===== src/rtl/blk_xfer_seq_pkg.sv =====
package blk_xfer_seq_pkg;
  typedef enum logic [2:0] {
    ST_IDLE,
    ST_PRE,
    ST_XFER,
    ST_GAP,
    ST_FIN
  } xfer_state_e;
endpackage


===== src/rtl/blk_xfer_popcount.sv =====
module blk_xfer_popcount #(
  parameter int W  = 16,
  parameter int CW = 5
) (
  input  logic [W-1:0]  bits,
  output logic [CW-1:0] count
);
  always_comb begin
    count = '0;
    for (int i = 0; i < W; i++) count = count + CW'(bits[i]);
  end
endmodule


===== src/rtl/blk_xfer_lowest.sv =====
module blk_xfer_lowest #(
  parameter int W  = 16,
  parameter int IW = 4
) (
  input  logic [W-1:0]  bits,
  output logic [IW-1:0] idx,
  output logic          only_one
);
  always_comb begin
    idx = '0;
    for (int i = W - 1; i >= 0; i--) begin
      if (bits[i]) idx = IW'(i);
    end
  end
  assign only_one = ((bits & (bits - W'(1))) == '0);
endmodule


===== src/rtl/blk_xfer_addr_gen.sv =====
module blk_xfer_addr_gen #(
  parameter int AW    = 32,
  parameter int CW    = 5,
  parameter int BYTES = 4
) (
  input  logic [AW-1:0] base,
  input  logic [CW-1:0] count,
  input  logic          pre,
  input  logic          up,
  output logic [AW-1:0] start,
  output logic [AW-1:0] new_base
);
  logic [AW-1:0] span;
  assign span = AW'(count) * AW'(BYTES);

  always_comb begin
    unique case ({pre, up})
      2'b01:   start = base;
      2'b11:   start = base + AW'(BYTES);
      2'b10:   start = base - span;
      default: start = base - span + AW'(BYTES);
    endcase
    new_base = up ? base + span : base - span;
  end
endmodule


===== src/rtl/blk_xfer_seq.sv =====
module blk_xfer_seq #(
  parameter int NREG  = 16,
  parameter int AW    = 32,
  parameter int BYTES = 4,
  localparam int IW   = $clog2(NREG),
  localparam int CW   = $clog2(NREG + 1)
) (
  input  logic            clk,
  input  logic            rst_n,
  input  logic            cmd_valid,
  output logic            cmd_ready,
  input  logic [NREG-1:0] cmd_list,
  input  logic [AW-1:0]   cmd_base,
  input  logic            cmd_pre,
  input  logic            cmd_up,
  input  logic            cmd_user,
  input  logic            cmd_wb,
  input  logic            cmd_load,
  input  logic            cmd_nosaved,
  output logic            req_valid,
  input  logic            req_ready,
  output logic [AW-1:0]   req_addr,
  output logic [IW-1:0]   req_reg,
  output logic            req_seq,
  output logic            req_load,
  output logic            user_bank,
  output logic            base_we,
  output logic [AW-1:0]   base_val,
  output logic            psr_restore,
  output logic            fetch_nonseq,
  output logic            done
);
  import blk_xfer_seq_pkg::*;

  localparam int TOP = NREG - 1;

  xfer_state_e     state;
  logic [NREG-1:0] rem;
  logic [AW-1:0]   addr;
  logic            first, load_r, wb_r, ub_r, restore_r;
  logic [AW-1:0]   wbval_r;

  logic [CW-1:0]   n_sel;
  logic [AW-1:0]   start_addr, next_base;
  logic [IW-1:0]   cur_idx;
  logic            last_one;
  logic            list_empty;

  blk_xfer_popcount #(.W(NREG), .CW(CW)) u_count (
    .bits(cmd_list), .count(n_sel)
  );

  blk_xfer_addr_gen #(.AW(AW), .CW(CW), .BYTES(BYTES)) u_addr (
    .base(cmd_base), .count(n_sel), .pre(cmd_pre), .up(cmd_up),
    .start(start_addr), .new_base(next_base)
  );

  blk_xfer_lowest #(.W(NREG), .IW(IW)) u_low (
    .bits(rem), .idx(cur_idx), .only_one(last_one)
  );

  assign list_empty = (cmd_list == '0);

  always_ff @(posedge clk or negedge rst_n) begin
    if (!rst_n) begin
      state     <= ST_IDLE;
      rem       <= '0;
      addr      <= '0;
      first     <= 1'b0;
      load_r    <= 1'b0;
      wb_r      <= 1'b0;
      ub_r      <= 1'b0;
      restore_r <= 1'b0;
      wbval_r   <= '0;
    end else begin
      unique case (state)
        ST_IDLE: if (cmd_valid) begin
          rem       <= cmd_list;
          addr      <= start_addr;
          first     <= 1'b1;
          load_r    <= cmd_load;
          wb_r      <= cmd_wb && !list_empty;
          ub_r      <= cmd_user && (!cmd_load || !cmd_list[TOP]);
          restore_r <= cmd_load && cmd_user && cmd_list[TOP] && !cmd_nosaved;
          wbval_r   <= next_base;
          if (list_empty)           state <= ST_FIN;
          else if (cmd_load && cmd_wb) state <= ST_PRE;
          else                      state <= ST_XFER;
        end
        ST_PRE: state <= ST_XFER;
        ST_XFER: if (req_ready) begin
          rem   <= rem & (rem - NREG'(1));
          addr  <= addr + AW'(BYTES);
          first <= 1'b0;
          if (last_one) state <= load_r ? ST_GAP : ST_FIN;
        end
        ST_GAP: state <= ST_FIN;
        default: state <= ST_IDLE;
      endcase
    end
  end

  assign cmd_ready    = (state == ST_IDLE);
  assign req_valid    = (state == ST_XFER);
  assign req_addr     = addr;
  assign req_reg      = cur_idx;
  assign req_seq      = !first;
  assign req_load     = load_r;
  assign user_bank    = (state == ST_XFER) && ub_r;
  assign base_we      = wb_r && ((state == ST_PRE) || ((state == ST_FIN) && !load_r));
  assign base_val     = wbval_r;
  assign done         = (state == ST_FIN);
  assign psr_restore  = (state == ST_FIN) && restore_r;
  assign fetch_nonseq = (state == ST_FIN) && !load_r;
endmodule


===== config.mk =====
export PLATFORM = sky130hd
export DESIGN_NAME = blk_xfer_seq
export DESIGN_NICKNAME = d
export VERILOG_FILES = /design/src/rtl/blk_xfer_seq_pkg.sv /design/src/rtl/blk_xfer_popcount.sv /design/src/rtl/blk_xfer_lowest.sv /design/src/rtl/blk_xfer_addr_gen.sv /design/src/rtl/blk_xfer_seq.sv
export SDC_FILE = /design/constraint.sdc
export NUM_CORES = 1
export LEC_CHECK = 0
export BUFFER_PORTS_ARGS = -buffer_cell sky130_fd_sc_hd__buf_4
export CAP_MARGIN = 20
export CORE_MARGIN = 5
export CORE_UTILIZATION = 55
export CTS_CLUSTER_SIZE = 10
export DETAILED_ROUTE_END_ITERATION = 7
export MAX_ROUTING_LAYER = met4
export PLACE_DENSITY = 0.78
export SLEW_MARGIN = 30
export SYNTH_ARGS = -nofsm -noshare
export SYNTH_HDL_FRONTEND = slang
export SYNTH_SLANG_ARGS = --single-unit

===== constraint.sdc =====
create_clock -name clk -period 4.65 [get_ports clk]
set_input_delay 0.2325 -clock clk [delete_from_list [all_inputs] [get_ports clk]]
set_output_delay 0.2325 -clock clk [all_outputs]
set_load 0.1 [all_outputs]

==> results of run 1 <==
## registers in the layout (all words and copies together) (netlist names)
| name | flops |
|---|---|
| state | 3 |
| wb_r | 1 |
| req_addr | 32 |
| restore_r | 1 |
| ub_r | 1 |
| first | 1 |
| req_load | 1 |
| rem | 16 |
| base_val | 32 |
## final timing paths
path | from | end | cells after the start
max in group asynchronous | rst_n | req_addr[24] | 3
max reg2reg | rem[1] | state[2] | 9
max | cmd_list[0] | req_addr[28] | 24
min | cmd_nosaved | restore_r | 2
min in group asynchronous | rst_n | base_val[30] | 2
min reg2reg | ub_r | ub_r | 2
## synth_stat cells (5+ instances only)
cell type,count,area (um^2)
buf_2,8,40.0
dfrtp_1,88,2200
o21ai_0,106,531
and2_1,8,50.1
nand3_1,36,180
inv_1,57,214
xnor2_1,53,464
nor2b_1,9,56.3
a31oi_1,13,81.3
nor3b_1,5,37.5
a21oi_1,87,435
a221oi_1,9,78.8
nand4_1,25,156
nor4_2,5,62.6
or4_1,10,75.1
and3_1,11,68.8
a22oi_1,7,52.6
nor3_1,42,210
or2_2,6,37.5
o21a_1,5,37.5
o22ai_1,22,138
o21ai_1,9,45.0
xor2_1,24,210
buf_1,8,30.0
mux2i_1,16,160
clkbuf_1,65,244
nand2b_1,10,62.6
ha_1,23,288
o31a_1,6,52.6
fa_1,12,240
nand2_1,107,402
a21o_1,15,113
o21bai_1,6,45.0
o41ai_1,7,61.3
nor2_1,101,379
or3_1,13,81.3
nor4_1,18,113
o211ai_1,6,45.0
o31ai_1,8,60.1
## what timing repair did
item / CTS / global route
hold buffers: 1 / 0
gates resized for setup: 130 / 69
pin swaps: 64 / 49
endpoints found under the setup margin: 56 / 56
cloned: 0 / 1
endpoints found under the hold margin: 41 / 0
setup buffers: 20 / 17
## metrics by stage
stage	utilization [%]	std cells
after floorplan	-	1146
after global placement	72.3	1566
after detailed placement	72.3	1566
after CTS	79.0	1603
after global routing	81.9	1617
final	81.9	1617
## report_power, final
part / switching [mW] / leakage [nW] / internal [mW]
Combinational: 5.05 / 4.12 / 2.47
Sequential: 0.438 / 1.08 / 1.13
Clock: 0.361 / 0.129 / 0.382
## layout make-up
cell class / instances / area [um^2] / area share [%]
tap: 211 / 264 / 2.11
sequential: 88 / 2200 / 17.6
clock inverter: 5 / 40.0 / 0.321
timing repair buffer: 327 / 2660 / 21.3
inverter: 61 / 249 / 1.99
clock buffer: 11 / 243 / 1.94
multi-input combinational: 914 / 6840 / 54.7
## per-layer routing
metal / part of all wire, % / track usage [%] / vias up
li1: - / - / 4648
met1: 36 / 44.9 / 5027
met2: 48 / 58.1 / 810
met3: 9.7 / 4.73 / 218
met4: 6.4 / 14.9 / 0
met5: 0 / - / -
## cells in the final DEF, fill, tap and decap left out, types with 9 or more instances in the layout
| cell | netlist | routed |
|---|---|---|
| buf_4 | 1 | 279 |
| nand2_1 | 107 | 100 |
| dfrtp_1 | 88 | 88 |
| nor2_1 | 101 | 87 |
| a21oi_1 | 87 | 79 |
| o21ai_0 | 106 | 62 |
| inv_1 | 57 | 48 |
| o21ai_1 | 9 | 43 |
| buf_6 | 1 | 41 |
| xnor2_1 | 53 | 39 |
| nor3_1 | 42 | 36 |
| nand3_1 | 36 | 31 |
| nand4_1 | 25 | 25 |
| xor2_1 | 24 | 22 |
| o22ai_1 | 22 | 18 |
| mux2i_1 | 16 | 15 |
| a21o_1 | 15 | 15 |
| ha_1 | 23 | 14 |
| nor4_4 | 4 | 13 |
| xnor2_2 | 0 | 13 |
| a31oi_1 | 13 | 11 |
| and3_1 | 11 | 11 |
| nor4_1 | 18 | 9 |
| or3_1 | 13 | 9 |
| clkbuf_16 | 0 | 9 |
## logic make-up after synthesis
family,count (synthesis)
XOR/XNOR,77
AND/OR/NAND/NOR,434
buffers and inverters,144
flip-flops,88
multiplexers,19
AO/OA/AOI/OAI,347
adder cells (fa/ha/maj),37
==> flow_summary.toml, run 1 <==
[critical_path]
worst-path-buf-inv = 6
cpLargestDelayFamily = "adder cells"
arrival_ns = 6.60
r2r_slack_ns = 1.39
cpPeakStageDelay_ns = 0.56
crit_chain = "buf_12, inv_12, ha_4, inv_2, fa_2, fa_1, fa_1, fa_1, fa_2, fa_2, buf_6, xnor2_4, ha_4, nor2_4, o311a_4, or4_4, a222oi_1, buf_4, nand3_4, nor4_2, buf_4, nand4b_1, xnor2_1, a211oi_2"
critPathLaunchType = "input port"
slowest_stage = "fa_2"
required_ns = 4.93
worst_setup_path_end_kind = "flip-flop"
worst-setup-path-type = "in -> reg"
crit_fanout = 5

[clock_network]
clock_latency_ns = 0.36
clk_pin_slew_worst_paths_ns = 0.07
clockRootBuffer = "clkbuf_16"
cts_max_level = 3
cts_sinks = 88
cts_buffer_depth = 2
cts_buffers = 9
cts_tree = "done"

[synthesis]
ys_ff_latch = 88
synth_compound_area_share_pct = 25.0
synth_xor_area_share_pct = 7.85
seq_area_frac_synth_pct = 25.6
syn_inst = 1146
syn_nets = 1239
ys_types = 87
synth-edff-count = 0
synthAdderAreaFrac_pct = 6.38
synth_top_family_by_area = "simple AND/OR/NAND/NOR gates"
synth.avg_cell_area_um2 = 7.50
synth.area.mux_share_pct = 2.26
syn-cell-area_um2 = 8590
synth-async-reset-ratio_pct = 100
yosysWarnings = 0
yosys.area_share.simple_pct = 26.4
yosys_most_used_dff = "dfrtp_1"

[die]
ios = 135
fp.dieH_um = 135
start_util_pct = 56.3
die_w_um = 135
dieArea_um2 = 18200
coreArea_um2 = 15300
fp-row-count = 45

[sta]
holdWs_ns = 0.0509
drv_slew = 0
rsz0062_at_grt = "yes"
timing.final.ws_setup_ns = -1.67
fin_skew_ns = 0.00916
tightestPinTransition_ns = 0.817
setup_viol = 56
hold_viol_final = 0
tns_ns = -61.52
maxSlewHeadroom_pct = 45.0
post-route-min-period_ns = 6.32
fin_crit_sh_pct = 136
fmax_mhz = 158

[hold_path]
min_path_type = "in -> reg"

[layout]
diodes = 0
fin_area_um2 = 12500
n_fill_cell = 967
final_nets = 1494
synthToLayoutAreaGrowth_pct = 45.4
drive_above_1_share_pct = 36.8

[power]
p_leak_nw = 5.33
power_mw = 9.84
peakVddDrop_mv = 0.860
power_density_nw_per_um2 = 788

[routing]
drtPass1Iterations = 6
wire_per_inst_um = 21.8
vias_per_cell = 6.62
vias = 10700
route.detailed.drc = 0
drtIter0Drc = 1459
ant_nets = 0
drt_wl_total_mm = 35.3

[placement]
gp_congestion = 0.981
place_area_um2 = 11000
io_buffers = 134
dp_slack_ns = -1.94
dpl.hpwl_mm = 22.3

[grt]
grt_use_total_pct = 35.7
antenna_found_initial = 0
grt_max_degree = 57
grt_pass1_wl_mm = 51.0
grt_pass1_vias = 9787
grt-ovfl-total = 0

[outcome]
outcome = "complete, but fails checks"
violations = "negative setup slack"

[run]
maxCapViolCount = 0
No activity file was read; power rests on OpenSTA's default activity.
==> run 2, diff against run 1 <==
==> constraint.sdc (replaced) <==
create_clock -name clk -period 6.85 [get_ports clk]
set_input_delay 0.3425 -clock clk [delete_from_list [all_inputs] [get_ports clk]]
set_output_delay 0.3425 -clock clk [all_outputs]
set_load 0.1 [all_outputs]
==> flow_summary.toml, run 2 (synthesis results as in run 1) <==
[sta]
fin_skew_ns = 0.00659
setup_viol = 0
rsz0062_at_grt = "no"
tightestPinTransition_ns = 0.872
maxSlewHeadroom_pct = 41.8
post-route-min-period_ns = 6.51
fmax_mhz = 154
hold_viol_final = 0
tns_ns = 0
drv_slew = 0
fin_crit_sh_pct = 95.0

[routing]
route.detailed.drc = 0
vias = 9121
drtPass1Iterations = 6
drtIter0Drc = 923
drt_wl_total_mm = 26.9
ant_nets = 0
wire_per_inst_um = 18.5
vias_per_cell = 6.25

[run]
maxCapViolCount = 0

[clock_network]
cts_buffers = 9
cts_buffer_depth = 2
cts_max_level = 3
cts_sinks = 88
clockRootBuffer = "clkbuf_16"
clock_latency_ns = 0.36
cts_tree = "done"
clk_pin_slew_worst_paths_ns = 0.07

[power]
peakVddDrop_mv = 0.446
power_density_nw_per_um2 = 549
power_mw = 5.55
p_leak_nw = 4.23

[layout]
final_nets = 1336
mostFrequentLayoutCell = "buf_4"
drive_above_1_share_pct = 17.7
synthToLayoutAreaGrowth_pct = 17.8
diodes = 0
seqCellArea_um2 = 2200
multi_input_area_um2 = 5840
n_fill_cell = 1394
mostFrequentLayoutCells = "buf_4 (168), nand2_1 (106), o21ai_0 (106)"

[placement]
io_buffers = 134
dpl.hpwl_mm = 19.9
gp_congestion = 1.01

[die]
start_util_pct = 56.3
fp-row-count = 45
fp.dieH_um = 135
coreArea_um2 = 15300
ios = 135
dieArea_um2 = 18200
die_w_um = 135

[grt]
use_met2_pct = 48.2
grt_busiest_layer = "met2"
met3_usage_pct = 4.62
grt_pass1_vias = 8410
antenna_found_initial = 0
grt_use_total_pct = 30.0
grt_max_degree = 65
grt-ovfl-total = 0
met1_usage_pct = 39.1
grt_pass1_wl_mm = 43.3

[outcome]
outcome = "finished, final reports clean"

[critical_path]
worst_setup_path_end_kind = "flip-flop"
crit_fanout = 8
critPathLaunchType = "input port"
worst-setup-path-type = "in -> reg"
arrival_ns = 6.77
required_ns = 7.11

[hold_path]
min_path_type = "in -> reg"
## run 2: cell types whose count changed in the layout (fill, tap and decap cells not counted), sizes merged
| cell | delta |
|---|---|
| buf | -158 |
| clkinv | +2 |
| inv | +1 |
| clkbuf | -1 |
| bufinv | +1 |
| clkinvlp | -3 |
## run 2: metal layers
layer,vias to the layer above,wire [um]
met2,391,12900
li1,4327,-
met4,0,742
met3,57,1870
met5,-,0
met1,4346,11500
## run 2: path summary, 6_finish.rpt
path	start	endpoint	slack (ns)	depth (start not counted)
worst max-delay path	cmd_list[0]	req_addr[28]	0.34	23
min in group asynchronous	rst_n	base_val[10]	0.44	2
worst min register to register	ub_r	ub_r	0.47	2
worst max register to register	rem[1]	state[2]	3.65	9
max in group asynchronous	rst_n	state[0]	5.23	3
worst min-delay path	cmd_nosaved	restore_r	0.16	2
## run 2: worst max-delay path, stage by stage
cell,delay (ns)
buf_4,0.08
inv_1,0.04
ha_1,0.28
inv_1,0.07
fa_1,0.45
fa_1,0.49
fa_1,0.54
fa_1,0.43
fa_1,0.43
fa_1,0.42
nor2b_1,0.13
o21a_1,0.19
inv_1,0.06
ha_1,0.30
or2_2,0.37
or4_1,0.43
a222oi_1,0.53
nand3_1,0.25
nor4_2,0.20
buf_4,0.18
nand4b_1,0.13
xnor2_1,0.16
a211oi_1,0.25
## run 2: layout make-up
type / count / area share, %
Multi-Input combinational cell: 914 / 57.7
Sequential cell: 88 / 21.8
Timing Repair Buffer: 169 / 12.6
Tap cell: 211 / 2.61
Clock buffer: 10 / 2.36
Inverter: 61 / 2.26
Clock inverter: 6 / 0.742
## run 2: timing repair
action,CTS,global route
endpoints found under the hold margin,24,0
setup endpoints to repair,0,1
hold buffers,1,0
resized for setup,0,1
setup buffers,0,0
## run 2: power breakdown
group,internal (mW),switching [mW],total [mW]
Sequential,0.769,0.289,1.06
Combinational,1.07,2.89,3.95
Clock,0.300,0.240,0.539
Total,2.14,3.41,5.55
## run 2: per-stage QoR
stage                     worst slack [ns]  util (%)  instance area [um^2]  hold WS [ns]  std cells
after floorplan                      0.413         -                  8590        0.0469       1146
after global placement               0.191      64.2                  9790         0.264       1442
after detailed placement            0.0275      64.2                  9790         0.266       1442
after CTS                            0.408      66.3                 10100         0.156       1459
after global routing                0.0377      66.3                 10100         0.157       1459
final                                0.343      66.3                 10100         0.162       1459
==> run 3, diff against run 2 <==
==> constraint.sdc (replaced) <==
create_clock -name clk -period 6.85 [get_ports clk]
set_input_delay 0.685 -clock clk [delete_from_list [all_inputs] [get_ports clk]]
set_output_delay 0.685 -clock clk [all_outputs]
set_load 0.1 [all_outputs]
==> flow_summary.toml, run 3 (synthesis results as in run 1) <==
[critical_path]
crit_fanout = 9
arrival_ns = 6.81
worst-setup-path-type = "in -> reg"
worst_setup_path_end_kind = "flip-flop"
required_ns = 7.08
critPathLaunchType = "input port"

[routing]
drtPass1Iterations = 5
routed-wl-met3_mm = 2.12
route.detailed.drc = 0
vias = 9435
vias_per_cell = 6.27
ant_nets = 0
dr_wl_met2_mm = 13.4
drt_wl_total_mm = 28.1
highest_layer = "met4"
drtIter0Drc = 1020
wire_per_inst_um = 18.7
wl_met1_mm = 11.4

[layout]
final_nets = 1381
mostFrequentLayoutCells = "buf_4 (214), nand2_1 (106), o21ai_0 (106)"
final_core_util_pct = 68.9
n_fill_cell = 1318
diodes = 0
drive_above_1_share_pct = 21.4
fin_area_um2 = 10500
mostFrequentLayoutCell = "buf_4"
multi_input_area_um2 = 5910
synthToLayoutAreaGrowth_pct = 22.4
fin_cells = 1504
seqCellArea_um2 = 2200

[clock_network]
cts_sinks = 88
cts_buffers = 9
cts_tree = "done"
clockRootBuffer = "clkbuf_16"
cts_buffer_depth = 2
clock_latency_ns = 0.36
clk_pin_slew_worst_paths_ns = 0.08
cts_hold_buf = 0
cts_max_level = 3

[placement]
dp.cells = 1487
gp_congestion = 1.03
dp_slack_ns = -0.199
place_area_um2 = 10100
io_buffers = 134
dpl.hpwl_mm = 20.7

[grt]
grt_max_degree = 79
grt_pass1_wl_mm = 44.7
grt-ovfl-total = 0
antenna_found_initial = 0
grt_use_total_pct = 31.1
grt_pass1_vias = 8791

[power]
swShare_pct = 60.8
p_leak_nw = 4.44
peakVddDrop_mv = 0.443
p_clk_share_pct = 9.4
switchingPower_mw = 3.45
seq_power_share_pct = 18.6
intPower_mw = 2.22
power_density_nw_per_um2 = 539
power_mw = 5.67
power_frac_comb_pct = 72.0

[die]
fp.dieH_um = 135
die_w_um = 135
dieArea_um2 = 18200
fp-row-count = 45
ios = 135
coreArea_um2 = 15300
start_util_pct = 56.3

[sta]
fin_skew_ns = 0.0131
maxSlewHeadroom_pct = 37.8
fmax_mhz = 152
hold_viol_final = 0
post-route-min-period_ns = 6.58
timing.final.ws_setup_ns = 0.268
drv_slew = 0
fin_crit_sh_pct = 96.1
tns_ns = 0
holdWs_ns = 0.218
setup_viol = 0
tightestPinTransition_ns = 0.926
rsz0062_at_grt = "no"

[run]
maxCapViolCount = 0

[hold_path]
min_path_type = "in -> async"

[outcome]
outcome = "finished, final reports clean"
==> run 3: worst paths after layout <==
check                      slack (ns)           end  cells past startpoint        start
max reg2reg                      3.63      state[2]                      9       rem[1]
min                              0.22  base_val[16]                      1        rst_n
min in group clk                 0.46          ub_r                      2         ub_r
min reg2reg                      0.46          ub_r                      2         ub_r
max                              0.27  req_addr[30]                     23  cmd_list[0]
max in group asynchronous        5.47  req_addr[18]                      2        rst_n
==> run 3: worst max-delay path, cell delays in order <==
cell and delay [ns]:
buf_4 0.11, inv_1 0.07, ha_1 0.23, inv_1 0.07, fa_1 0.45, fa_1 0.52
fa_2 0.57, fa_1 0.42, fa_2 0.37, fa_2 0.57, inv_1 0.09, ha_1 0.32
o21bai_1 0.11, buf_4 0.15, o211ai_1 0.28, nand4_1 0.19, buf_4 0.22, or4_1 0.42
a211oi_1 0.25, o21ai_1 0.16, and4bb_1 0.33, xnor2_1 0.14, o211ai_2 0.08
==> run 3: cell type report <==
type | count | area share [%]
multi-input combinational | 914 | 56.2
timing repair buffer | 214 | 15.3
clock inverter | 5 | 0.595
sequential | 88 | 20.9
tap | 211 | 2.51
clock buffer | 11 | 2.31
inverter | 61 | 2.18
==> run 3: metal layers <==
metal / GRT usage, % / vias up
met2: 49.4 / 491
met4: 13.2 / 0
li1: - / 4428
met5: - / -
met1: 39.7 / 4421
met3: 5.03 / 95
==> run 3: power by group through the flow <==
stage / Combinational, mW / Clock, mW / Sequential [mW]
final: 4.08 / 0.531 / 1.06
after global routing: 4.36 / 0.558 / 1.09
after CTS: 4.03 / 0.536 / 1.05
after detailed placement: 4.02 / 0 / 1.05
after global placement: 3.95 / 0 / 1.05
after floorplan: 1.80 / 0 / 2.26
==> run 3: repair_timing <==
item	in CTS	in global routing
gates resized for setup	0	15
buffers inserted	0	1
setup endpoints to repair	0	19
endpoints found under the hold margin	0	0
